File: config.mk
export PLATFORM = sky130hd
export DESIGN_NAME = irq_status_ctl
export DESIGN_NICKNAME = d
export VERILOG_FILES = /design/src/rtl/irq_status_pkg.sv /design/src/rtl/irq_status_decode.sv /design/src/rtl/irq_status_regs.sv /design/src/rtl/irq_status_ctl.sv
export SDC_FILE = /design/constraint.sdc
export NUM_CORES = 1
export LEC_CHECK = 0
export BUFFER_PORTS_ARGS = -buffer_cell sky130_fd_sc_hd__buf_2
export CAP_MARGIN = 20
export CORE_MARGIN = 5
export CORE_UTILIZATION = 29
export DETAILED_ROUTE_END_ITERATION = 12
export GPL_TIMING_DRIVEN = 1
export PLACE_DENSITY = 0.62
export SLEW_MARGIN = 25
export SYNTH_ARGS = -nofsm -noshare
export SYNTH_HDL_FRONTEND = slang
export SYNTH_SLANG_ARGS = --single-unit
export TNS_END_PERCENT = 1
File: constraint.sdc
create_clock -name clk -period 4.2 [get_ports clk]
set_input_delay 0.84 -clock clk [delete_from_list [all_inputs] [get_ports clk]]
set_output_delay 0.84 -clock clk [all_outputs]
set_load 0.1 [all_outputs]
File: src/rtl/irq_status_pkg.sv
package irq_status_pkg;

  // Strobes from the bus decoder into the register datapath
  typedef struct packed {
    logic statusWr;
    logic maskWr;
    logic statusRd;
    logic maskRd;
  } regStrobe_t;

endpackage

File: src/rtl/irq_status_decode.sv
module irq_status_decode
  import irq_status_pkg::*;
#(
  parameter int ADDR_W     = 12,
  parameter int STATUS_OFS = 'h070,
  parameter int MASK_OFS   = 'h074
) (
  input  logic [ADDR_W-1:0] busAddr,
  input  logic              busWe,
  output regStrobe_t        strb
);

  localparam logic [ADDR_W-1:0] StatusAddr = ADDR_W'(STATUS_OFS);
  localparam logic [ADDR_W-1:0] MaskAddr   = ADDR_W'(MASK_OFS);

  logic hitStatus;
  logic hitMask;

  always_comb begin
    hitStatus     = (busAddr == StatusAddr);
    hitMask       = (busAddr == MaskAddr);
    strb.statusWr = busWe & hitStatus;
    strb.maskWr   = busWe & hitMask;
    strb.statusRd = hitStatus;
    strb.maskRd   = hitMask;
  end

endmodule

File: src/rtl/irq_status_regs.sv
module irq_status_regs
  import irq_status_pkg::*;
#(
  parameter int NUM_SRC = 16,
  parameter int RDATA_W = 32,
  parameter int DMA_BIT = 3
) (
  input  logic               clk,
  input  logic               rstN,
  input  regStrobe_t         strb,
  input  logic [NUM_SRC-1:0] wrData,
  input  logic [NUM_SRC-1:0] srcPulse,
  input  logic               dmaPulse,
  output logic [RDATA_W-1:0] rdData,
  output logic               cpuIrq,
  output logic               recheck
);

  localparam int PadW = RDATA_W - NUM_SRC;

  logic [NUM_SRC-1:0] status;
  logic [NUM_SRC-1:0] mask;
  logic [NUM_SRC-1:0] setVec;
  logic               recheckQ;

  // One pending cell per source; a set always beats an acknowledge
  for (genvar i = 0; i < NUM_SRC; i++) begin : g_cell
    if (i == DMA_BIT) begin : g_dma
      assign setVec[i] = srcPulse[i] | dmaPulse;
    end else begin : g_plain
      assign setVec[i] = srcPulse[i];
    end

    always_ff @(posedge clk) begin
      if (!rstN)
        status[i] <= 1'b0;
      else if (setVec[i])
        status[i] <= 1'b1;
      else if (strb.statusWr)
        status[i] <= status[i] & wrData[i];
    end
  end

  always_ff @(posedge clk) begin
    if (!rstN) begin
      mask     <= '0;
      recheckQ <= 1'b0;
    end else begin
      if (strb.maskWr) mask <= wrData;
      recheckQ <= strb.maskWr & (|(status & wrData));
    end
  end

  assign cpuIrq  = |(status & mask);
  assign recheck = recheckQ;

  always_comb begin
    rdData = '0;
    if (strb.statusRd)    rdData = {{PadW{1'b0}}, status};
    else if (strb.maskRd) rdData = {{PadW{1'b0}}, mask};
  end

  // acknowledge ANDs in, same-cycle sets are merged on top
  assert_ack_merge_R3: assert property (@(posedge clk) disable iff (!rstN)
    strb.statusWr |=> status == (($past(status) & $past(wrData)) | $past(setVec)));

  // enable register takes the stored value unchanged
  assert_mask_load_R5: assert property (@(posedge clk) disable iff (!rstN)
    strb.maskWr |=> mask == $past(wrData));

  // a fired source is pending in the next cycle
  assert_src_sets_R2: assert property (@(posedge clk) disable iff (!rstN)
    (|setVec) |=> (($past(setVec) & ~status) == '0));

  // pending bits hold when no store and no event touches them
  assert_status_hold_R2: assert property (@(posedge clk) disable iff (!rstN)
    (!strb.statusWr && setVec == '0) |=> $stable(status));

  // re-evaluation pulse only follows an enable store
  assert_recheck_src_R7: assert property (@(posedge clk) disable iff (!rstN)
    recheckQ |-> $past(strb.maskWr));

endmodule

File: src/rtl/irq_status_ctl.sv
module irq_status_ctl
  import irq_status_pkg::*;
#(
  parameter int ADDR_W     = 12,
  parameter int NUM_SRC    = 16,
  parameter int RDATA_W    = 32,
  parameter int DMA_BIT    = 3,
  parameter int STATUS_OFS = 'h070,
  parameter int MASK_OFS   = 'h074
) (
  input  logic               clk,
  input  logic               rstN,
  input  logic [ADDR_W-1:0]  busAddr,
  input  logic               busWe,
  input  logic [NUM_SRC-1:0] busWdata,
  output logic [RDATA_W-1:0] busRdata,
  input  logic [NUM_SRC-1:0] srcPulse,
  input  logic               dmaPulse,
  output logic               cpuIrq,
  output logic               recheckPulse
);

  regStrobe_t strb;

  irq_status_decode #(
    .ADDR_W(ADDR_W), .STATUS_OFS(STATUS_OFS), .MASK_OFS(MASK_OFS)
  ) u_decode (
    .busAddr(busAddr), .busWe(busWe), .strb(strb)
  );

  irq_status_regs #(
    .NUM_SRC(NUM_SRC), .RDATA_W(RDATA_W), .DMA_BIT(DMA_BIT)
  ) u_regs (
    .clk(clk), .rstN(rstN), .strb(strb), .wrData(busWdata),
    .srcPulse(srcPulse), .dmaPulse(dmaPulse), .rdData(busRdata),
    .cpuIrq(cpuIrq), .recheck(recheckPulse)
  );

endmodule

Word-level counts from Yosys, hierarchy flattened
Index checks and enable logic that the tools add are counted.
{"block": "op_classes", "n_eq_ne": 2, "muxes": 34, "bitwise": 22, "n_reduce_logical": 18}
{"op": "$and A16 B16 Y16", "n": 2}
{"op": "$mux W1", "n": 32}
{"op": "$mux W32", "n": 1}
{"op": "$reduce_bool A2 Y1", "n": 16}
{"op": "$reduce_or A16 Y1", "n": 2}
{"op": "$eq A12 B7 Y1 const B", "n": 2}
{"op": "$and A1 B1 Y1", "n": 19}
{"op": "$mux W16", "n": 1}
{"op": "$or A1 B1 Y1", "n": 1}
{"block": "word_totals", "regBits": 33, "in_bits": 48, "out_inout_bits": 34, "wordCells": 94}

Depth between registers and ports, before layout
Gate-level depths: netlist of the first run.
{"block": "logic_depth", "word_depth": 4, "depth_mapped": 5}

Hierarchy
Synthesis of the first run repeated with hierarchy kept, for this count alone.
{"block": "unflattened", "cells_unflattened": 220, "hier_area_um2": 1840.5}
{"module": "irq_status_regs", "n_inst": 1, "cells_per_inst": 209, "area_each_um2": 1745.4}
{"module": "irq_status_decode", "n_inst": 1, "cells_per_inst": 11, "area_each_um2": 95.1}

Worst setup path after synthesis of the first run
Ideal clock, no wire load.
{"block": "synth_timing", "kind": "input port to output port", "start": "input busAddr[11]", "end": "output busRdata[14]", "t_arrival_ps": 2836, "required_ps": 3360, "slack_ps": 524, "stages": 5, "n_path_buf": 1, "cell_sequence": "or4_4 > or2_4 > nor3_4 > buf_6 > a22o_1"}
{"block": "synth_between", "elab_chain_cells": 3, "word_cells_on_any_way": 4, "cone_classes": "eq/ne (2); mux (2)"}
{"item": "start, declared", "line_no": "irq_status_ctl.sv:13", "source": "input logic [ADDR_W-1:0] busAddr,"}
{"item": "$eq A12 B7 Y1", "line_no": "irq_status_decode.sv:21", "source": "hitMask = (busAddr == MaskAddr);"}
{"item": "$mux W16", "line_no": "irq_status_regs.sv:60", "source": "else if (strb.maskRd) rdData = {{PadW{1'b0}}, mask};"}
{"item": "$mux W32 *", "line_no": "irq_status_regs.sv:59", "source": "if (strb.statusRd) rdData = {{PadW{1'b0}}, status};"}
{"item": "end, declared", "line_no": "irq_status_ctl.sv:16", "source": "output logic [RDATA_W-1:0] busRdata,"}
Mark *: on every way between the ends. The rest lies on a longest branch, timed or not.

Worst setup path after layout of the first run
{"block": "layout_timing", "start": "input busAddr[11]", "end": "output busRdata[8]"}
Same word-level chain as after synthesis.

==> results.ini, run 1 <==
[synthesis]
synth_commonest_cells=dfxtp_1, o21ai_0, nand2_1
yosysMostFrequentCell=dfxtp_1
yosys.area.top_type=dfxtp_1
synthTopCellsByArea=dfxtp_1, a22o_2, o21ai_0, buf_4, a21oi_1
async_flop_share_pct=0
synth_top_area_share_pct=38.1
syn_area_sq_um=1730
synth-edff-count=0
syn_inst=203
synth_warnings=0
ys_types=27
syn_avg_cell_area_sq_um=8.54
yosysSeqAreaShare_pct=38.1
ys.flop_type=dfxtp_1
ys_ff_latch=33

[place]
gp_congestion=0.767
place_inst=334
numPortBuffers=65
place_hpwl_mm=3.57

[critical_path]
crit_top_cell=buf_2
crit_path_start_kind=input port
crit_path_end_kind=output pin
rrSetupSlack_ps=2870
r2r_end=u_regs.recheck
required_ps=3360
cpPeakStageDelay_ps=540
rr_worst_depth=4
worst-endpoint-arrival_ps=2780
path_buf_inv=3
worstPathCellList=buf_2, or4_4, or2_4, nor3_4, buf_4, a22o_2, buf_2
critPathMaxFanout=16
crit_family=simple AND/OR/NAND/NOR gates
rr_startpoint=u_regs.status[0]
crit_slowest_cell=or4_4
crit_type=input port to output pin

[cts]
clockBufferDepth=2
post_cts_resized=0
cts_tree=done
postCtsHoldBufs=0
clkSinkCount=33
clk_latency_ps=280
cts-buffers-inserted=5
post-cts-setup-buffers=0
root_buffer=clkbuf_8
htreeDepth=2
path_clk_slew_ps=60

[global_route]
first_global_vias=1572
grt-ovfl-total=0
grt_antenna_before_repair=0
grt_pass1_wl_mm=7.58
grt_max_degree=50
grt_usage_pct=12.8

[drt]
drt_iter0_drc=69
post-route-drc-count=0
drt_first_pass_iters=4
ant_nets=0
routed_wl_mm=4.82
wl_per_cell_um=14.1
routed-via-count=1662
via_per_inst=4.85

[power_and_ir_drop]
power_per_cell_area_nw_per_um2=321
ir_worst_vdd_v=0.000109
p_leak_nw=0.950

[floorplanning]
initial_core_util_pct=29.6
die_w_um=87.3
die_area_sq_um=7630
die_h_um=87.3
rows=28
pin_count=82
core_sq_um=5850

[sta]
skew_ps=2.35
setup_viol=0
finalMaxSlewViolations=0
fin_crit_sh_pct=86.1
relSlewSlack_pct=47.3
fmax_ghz=0.277
rsz0062_at_grt=no
worst_slew_pin_slew_ps=791
finalHoldViolCount=0
finalSetupTns_ps=0
post-route-min-period_ps=3620

[layout]
finalNonFillerCells=343
nNetsFinal=315
diodes=0
area_growth_pct=23.2
drive_gt1_share_pct=35.4

[hold_path]
hp-class=flip-flop to flip-flop
hold_path_startpoint=u_regs.mask[9]
min_path_cells=2
min_to=u_regs.mask[9]

[flow_run]
maxCapViolations=0

[status]
status=complete, no violations

## sequential cells by signal, indices dropped and copies added, names as in the netlist
register / flops
u_regs.mask: 16
u_regs.recheck: 1
u_regs.status: 16
## routing by layer
metal / global-route usage (%) / up-vias / routed length, um
li1: - / 849 / -
met1: 15.7 / 752 / 2100
met2: 19.6 / 55 / 2220
met3: 5.11 / 6 / 420
met4: 5.44 / 0 / 83
met5: 0 / - / 0
## worst min-delay path, cell delays in order, from the launching register on
cell     delay, ps
dfxtp_1        330
nand2_1         60
o21ai_1         50
## worst max path at each step
stage / startpoint / end / slack (ps) / cells after the start
finish: busAddr[11] / busRdata[8] / 580 / 7
global route: busAddr[11] / busRdata[8] / 520 / 7
CTS: busAddr[11] / busRdata[8] / 570 / 7
detailed placement: busAddr[11] / busRdata[8] / 570 / 7
global placement: busAddr[11] / busRdata[8] / 590 / 7
floorplan: busAddr[11] / busRdata[14] / 520 / 5
## through the flow
step / area (sq um) / hold WS (ps) / worst slack, ps / utilization, % / power [mW]
final: 2140 / 472 / 584 / 36.5 / 0.687
after global routing: 2140 / 491 / 519 / 36.5 / 0.717
after CTS: 2130 / 476 / 572 / 36.3 / 0.694
after detailed placement: 2050 / 466 / 572 / 35.0 / 0.466
after global placement: 2050 / 460 / 595 / 35.0 / 0.465
after floorplan: 1790 / 441 / 524 / - / 0.440
## logic make-up (layout without fill, tap and decap cells)
family,Yosys count,after routing,share of synthesized area [%]
compound gates,80,80,31.2
buf+inv,29,79,11.2
flops,33,33,38.1
other cells,1,16,0.216
simple gates,60,60,19.3
## power breakdown
| part | internal [mW] | switching, mW | total [mW] |
|---|---|---|---|
| Sequential | 0.324 | 0.0122 | 0.336 |
| Combinational | 0.0288 | 0.0941 | 0.123 |
| Clock | 0.118 | 0.110 | 0.227 |
## layout by cell type (no fill, tap or decap), types with 2 or more instances in the layout
| master | n |
|---|---|
| buf_2 | 65 |
| dfxtp_1 | 33 |
| o21ai_0 | 30 |
| nand2_1 | 17 |
| nand3_1 | 16 |
| a21oi_1 | 16 |
| conb_1 | 16 |
| a22o_2 | 15 |
| nor2_1 | 15 |
| a22o_1 | 9 |
| a221oi_1 | 8 |
| clkbuf_8 | 5 |
| clkbuf_1 | 3 |
| buf_4 | 3 |
| nor3_4 | 2 |
| inv_1 | 2 |
| nand4_1 | 2 |
| nor4_4 | 2 |
## layout make-up
class | instances | area (sq um)
repair buffers | 69 | 359
well taps | 75 | 93.8
multi-input cells | 156 | 936
clock buffers | 8 | 80.1
fillers | 633 | 3710
flip-flops and latches | 33 | 661
inverters | 2 | 7.51
No activity file was read; power rests on OpenSTA's default activity.
==> run 2: changes to the inputs <==
Clock period 4.2 ns to 3.5 ns, I/O delays scaled along.
==> run 2 against run 1 <==
Cell count down 0.29%. Critical path depth stayed put. Global-route usage shrank 0.48 points. Non-clock buffer count did not move. Critical path type unchanged. Largest power group unchanged.
==> results.ini, run 2 (synthesized netlist as in run 1, its figures left out) <==
[drt]
met3_length_um=497  ; was 420 um
routed_wl_mm=4.76  ; was 4.82 mm
drt_iter0_drc=73  ; was 69
wl_per_cell_um=13.9  ; was 14.1 um
post-route-drc-count=0  ; unchanged
met2WireLength_mm=2.19  ; was 2.22 mm
highest_layer=met4  ; unchanged
ant_nets=0  ; unchanged
drt-met1-wl_mm=1.98  ; was 2.10 mm
via_per_inst=4.87  ; was 4.85
routed-via-count=1666  ; was 1662
drt_first_pass_iters=4  ; unchanged

[cts]
clkSinkCount=33  ; unchanged
root_buffer=clkbuf_8  ; unchanged
post-cts-setup-buffers=0  ; unchanged
postCtsHoldBufs=0  ; unchanged
path_clk_slew_ps=60  ; about the same
clk_latency_ps=290  ; was 280 ps
cts-buffers-inserted=5  ; unchanged
clockBufferDepth=2  ; unchanged
htreeDepth=2  ; unchanged
post_cts_resized=0  ; unchanged
cts_tree=done  ; unchanged

[sta]
finalMaxSlewViolations=0  ; unchanged
worst_slew_pin_slew_ps=771  ; was 791 ps
holdWs_ps=475  ; was 472 ps
fmax_ghz=0.321
fin_crit_sh_pct=88.9
post-route-min-period_ps=3110
fin_ws_ps=388  ; was 584 ps
finalHoldViolCount=0  ; unchanged
skew_ps=4.41  ; was 2.35 ps
setup_viol=0  ; unchanged
rsz0062_at_grt=no  ; unchanged
finalSetupTns_ps=0  ; unchanged
relSlewSlack_pct=48.6  ; was 47.3%

[place]
numPortBuffers=65  ; unchanged
place_hpwl_mm=3.58  ; was 3.57 mm
placed_cell_area_sq_um=2290  ; was 2050 sq um
gp_congestion=0.783  ; was 0.767
dp_slack_ps=382  ; was 572 ps

[critical_path]
crit_path_end_kind=output pin  ; unchanged
rr_worst_depth=4  ; unchanged
worst-path-stages=7  ; unchanged
worst-endpoint-arrival_ps=2410  ; was 2780 ps
cpPeakStageDelay_ps=540  ; about the same
crit_family=simple AND/OR/NAND/NOR gates  ; unchanged
crit_type=input port to output pin  ; unchanged
crit_slowest_cell=or4_4  ; unchanged
critPathMaxFanout=16  ; unchanged
path_buf_inv=3  ; unchanged
required_ps=2800  ; was 3360 ps
worstPathCellList=buf_2, or4_4, or2_4, nor3_4, buf_4, a22o_1, buf_12  ; was buf_2, or4_4, or2_4, nor3_4, buf_4, a22o_2, buf_2
crit_path_start_kind=input port  ; unchanged

[global_route]
grt_usage_pct=12.3  ; was 12.8%
grt-ovfl-total=0  ; unchanged
first_global_vias=1557  ; was 1572
grt_pass1_wl_mm=7.28  ; was 7.58 mm
grt_antenna_before_repair=0  ; unchanged
grt_max_degree=50  ; unchanged

[status]
status=complete, no violations  ; unchanged

[layout]
nNetsFinal=315  ; unchanged
layout_commonest_cell=buf_2  ; unchanged
final_cell_mix=buf_2, dfxtp_1, o21ai_0  ; unchanged
multiInputGateArea_sq_um=936  ; unchanged
area_growth_pct=37.2  ; was 23.2%
n_fill_cell=599  ; was 633
regArea_sq_um=661  ; unchanged
final_area_sq_um=2380  ; was 2140 sq um
drive_gt1_share_pct=36.0  ; was 35.4%
diodes=0  ; unchanged

[flow_run]
maxCapViolations=0  ; unchanged

[floorplanning]
core_sq_um=5850  ; unchanged
initial_core_util_pct=29.6  ; unchanged
die_area_sq_um=7630  ; unchanged
rows=28  ; unchanged
die_w_um=87.3  ; unchanged
pin_count=82  ; unchanged
die_h_um=87.3  ; unchanged

[hold_path]
hp-class=flip-flop to flip-flop  ; unchanged
min_path_cells=2  ; unchanged

[power_and_ir_drop]
ir_worst_vdd_v=0.000157  ; was 0.000109 V
power_per_cell_area_nw_per_um2=351  ; was 321 nW/um^2
p_leak_nw=0.994  ; was 0.950 nW
power_mw=0.834  ; was 0.687 mW

run 2: cell count changes in the layout (fill, tap and decap cells not counted), sizes merged:
cell,before,now
clkbuf,8,7
run 2: metrics by stage:
| step | instances | util, % |
|---|---|---|
| finish | 342 | 40.7 |
| global route | 342 | 40.7 |
| CTS | 342 | 40.7 |
| detailed placement | 335 | 39.2 |
| global placement | 335 | 39.2 |
| floorplan | 218 | - |
run 2: final timing paths:
check,start,endpoint,slack (ps)
max,busAddr[11],busRdata[14],390
min,u_regs.mask[0],u_regs.mask[0],480
max reg2reg,u_regs.status[0],u_regs.recheck,2210
min reg2reg,u_regs.mask[0],u_regs.mask[0],480
run 2: tightest hold or removal path, cell delays in order, from the launching register on:
cell	delay (ps)
dfxtp_1	320
nand2_1	50
o21ai_0	60
run 2: power breakdown:
part / internal [mW] / switching (mW) / total, mW
Sequential: 0.389 / 0.0146 / 0.404
Combinational: 0.0346 / 0.113 / 0.147
Clock: 0.156 / 0.128 / 0.283
run 2: final cells by class:
class	count	area share [%]
Tap cell	75	3.94
Multi-Input combinational cell	156	39.3
Inverter	2	0.315
Clock buffer	7	3.63
Timing Repair Buffer	69	25.0
Sequential cell	33	27.8
run 2: per-layer routing:
layer | up-vias | global-route usage, %
met4 | 0 | 6.42
met3 | 8 | 4.35
li1 | 847 | -
met5 | - | 0
met2 | 72 | 19.2
met1 | 739 | 14.7
==> run 3: changes to the inputs <==
--- a/config.mk
+++ b/config.mk
@@ -7,3 +7,2 @@
 export LEC_CHECK = 0
-export BUFFER_PORTS_ARGS = -buffer_cell sky130_fd_sc_hd__buf_2
 export CAP_MARGIN = 20
@@ -12,4 +11,5 @@
 export DETAILED_ROUTE_END_ITERATION = 12
+export DONT_BUFFER_PORTS = 1
 export GPL_TIMING_DRIVEN = 1
-export PLACE_DENSITY = 0.62
+export PLACE_DENSITY = 0.51
 export SLEW_MARGIN = 25
==> constraint.sdc (replaced) <==
create_clock -name clk -period 3.5 [get_ports clk]
set_input_delay 1.05 -clock clk [delete_from_list [all_inputs] [get_ports clk]]
set_output_delay 1.05 -clock clk [all_outputs]
set_load 0.1 [all_outputs]
==> run 3 against run 2 <==
The run now ends with setup timing left. Via count down 10%. Maximum frequency down 14%. Global-route usage is 0.92 points higher. Sequential power about the same. Register-to-register slack improved by 30 ps. Critical path depth fell by 2. Combinational power decreased by 27%. Total power fell by 3.4%. Non-clock buffer count decreased by 52. Clock skew fell by 1.8 ps. Sequential share of layout area is 3.1 points higher. Critical endpoint is now busRdata[12]. Largest power group unchanged.
==> results.ini, run 3 (synthesized netlist as in run 1, its figures left out) <==
[sta]
finalMaxSlewViolations=0  ; unchanged
skew_ps=2.57  ; was 4.41 ps
finalHoldViolCount=0  ; unchanged
rsz0062_at_grt=yes  ; was no
setup_viol=16  ; was 0
fin_crit_sh_pct=103  ; was 88.9%
worst_slew_pin_slew_ps=975  ; was 771 ps
fmax_ghz=0.276  ; was 0.321 GHz
fin_ws_ps=-119  ; was 388 ps
post-route-min-period_ps=3620  ; was 3110 ps
relSlewSlack_pct=34.9  ; was 48.6%
finalSetupTns_ps=-1770  ; was 0 ps

[critical_path]
crit_path_end_kind=output pin  ; unchanged
critPathMaxFanout=10  ; was 16
crit_type=input port to output pin  ; unchanged
worst-endpoint-arrival_ps=2570  ; was 2410 ps
rrSetupSlack_ps=2240  ; was 2210 ps
crit_path_start_kind=input port  ; unchanged
required_ps=2450  ; was 2800 ps

[floorplanning]
rows=28  ; unchanged
die_area_sq_um=7630  ; unchanged
die_w_um=87.3  ; unchanged
initial_core_util_pct=29.6  ; unchanged
core_sq_um=5850  ; unchanged
die_h_um=87.3  ; unchanged
pin_count=82  ; unchanged

[drt]
post-route-drc-count=0  ; unchanged
routed-via-count=1494  ; was 1666
drt_iter0_drc=72  ; was 73
routed_wl_mm=4.96  ; was 4.76 mm
via_per_inst=5.15  ; was 4.87
drt_first_pass_iters=4  ; unchanged
wl_per_cell_um=17.1  ; was 13.9 um
ant_nets=0  ; unchanged

[cts]
cts_tree=done  ; unchanged
path_clk_slew_ps=70  ; was 60 ps
clockBufferDepth=2  ; unchanged
clk_latency_ps=280  ; was 290 ps
root_buffer=clkbuf_8  ; unchanged
htreeDepth=2  ; unchanged
cts-buffers-inserted=5  ; unchanged
postCtsHoldBufs=0  ; unchanged
clkSinkCount=33  ; unchanged

[global_route]
grt_antenna_before_repair=0  ; unchanged
grt_usage_pct=13.2  ; was 12.3%
grt-ovfl-total=0  ; unchanged
first_global_vias=1431  ; was 1557
grt_max_degree=50  ; unchanged
grt_pass1_wl_mm=7.72  ; was 7.28 mm

[place]
placed_cell_area_sq_um=2000  ; was 2290 sq um
gp_congestion=0.725  ; was 0.783
place_hpwl_mm=3.72  ; was 3.58 mm
numPortBuffers=0  ; was 65
place_inst=283  ; was 335

[layout]
final_cell_mix=dfxtp_1, o21ai_0, nand2_1  ; was buf_2, dfxtp_1, o21ai_0
layout_commonest_cell=dfxtp_1  ; was buf_2
regArea_sq_um=661  ; unchanged
finalNonFillerCells=290  ; was 342
nNetsFinal=263  ; was 315
diodes=0  ; unchanged
drive_gt1_share_pct=20.9  ; was 36.0%
final_util_pct=36.6  ; was 40.7%
n_fill_cell=603  ; was 599
area_growth_pct=23.4  ; was 37.2%
final_area_sq_um=2140  ; was 2380 sq um
multiInputGateArea_sq_um=1060  ; was 936 sq um

[status]
violations=setup timing
status=complete, but fails checks  ; was complete, no violations

[power_and_ir_drop]
p_seq_share_pct=50.4  ; was 48.4%
power_per_cell_area_nw_per_um2=377  ; was 351 nW/um^2
switching_share_pct=30.2  ; was 30.6%
power_frac_comb_pct=13.3  ; was 17.7%
ir_worst_vdd_v=0.000171  ; was 0.000157 V
power_switching_mw=0.244  ; was 0.255 mW
p_leak_nw=0.852  ; was 0.994 nW
p_int_mw=0.563  ; was 0.579 mW
p_clk_share_pct=36.3  ; was 34.0%

[flow_run]
maxCapViolations=0  ; unchanged

[hold_path]
hp-class=flip-flop to flip-flop  ; unchanged

## run 3: changes by cell type in the layout (fill, tap and decap cells not counted), sizes merged
cell  delta
buf     -52
## run 3: worst paths after layout
path / startpoint / endpoint / cells past startpoint
worst min register to register: u_regs.mask[8] / u_regs.mask[8] / 2
worst min-delay path: u_regs.mask[8] / u_regs.mask[8] / 2
worst max register to register: u_regs.status[1] / u_regs.recheck / 4
worst max-delay path: busAddr[11] / busRdata[12] / 5
## run 3: worst max-delay path, cell delays in order
cell	delay (ps)
or4_4	510
or2_4	290
nor3_4	200
buf_12	180
a22o_4	320
## run 3: power by group through the flow
stage / Clock (mW) / Sequential, mW / Combinational [mW]
after floorplan: 0 / 0.408 / 0.122
final: 0.293 / 0.406 / 0.107
after CTS: 0.299 / 0.406 / 0.108
after global placement: 0 / 0.413 / 0.107
after global routing: 0.324 / 0.408 / 0.114
after detailed placement: 0 / 0.413 / 0.108
## run 3: repair_timing
| item | CTS | global route |
|---|---|---|
| resized for setup | 5 | 3 |
| setup endpoints to repair | 16 | 16 |
| buffers inserted | 0 | 0 |
| pin swaps | 6 | 4 |
## run 3: area by class of cell
| class | count | area share, % |
|---|---|---|
| Timing Repair Buffer | 17 | 11.0 |
| Clock buffer | 7 | 4.03 |
| Multi-Input combinational cell | 156 | 49.4 |
| Inverter | 2 | 0.351 |
| Tap cell | 75 | 4.38 |
| Sequential cell | 33 | 30.9 |
## run 3: stage by stage
step	total power, mW	worst slack [ps]	hold slack [ps]
2_1_floorplan	0.530	-193	449
3_3_place_gp	0.520	-144	460
3_5_place_dp	0.521	-150	470
4_1_cts	0.813	-150	479
5_1_grt	0.846	-168	517
6_report	0.806	-119	490
## run 3: metal layers
metal  track usage [%]  vias up  share of wire, %
li1                  -      746                 -
met1              18.2      678                44
met2              18.6       66                44
met3              5.87        4                11
met4              3.35        0              0.46
met5                 0        -                 0
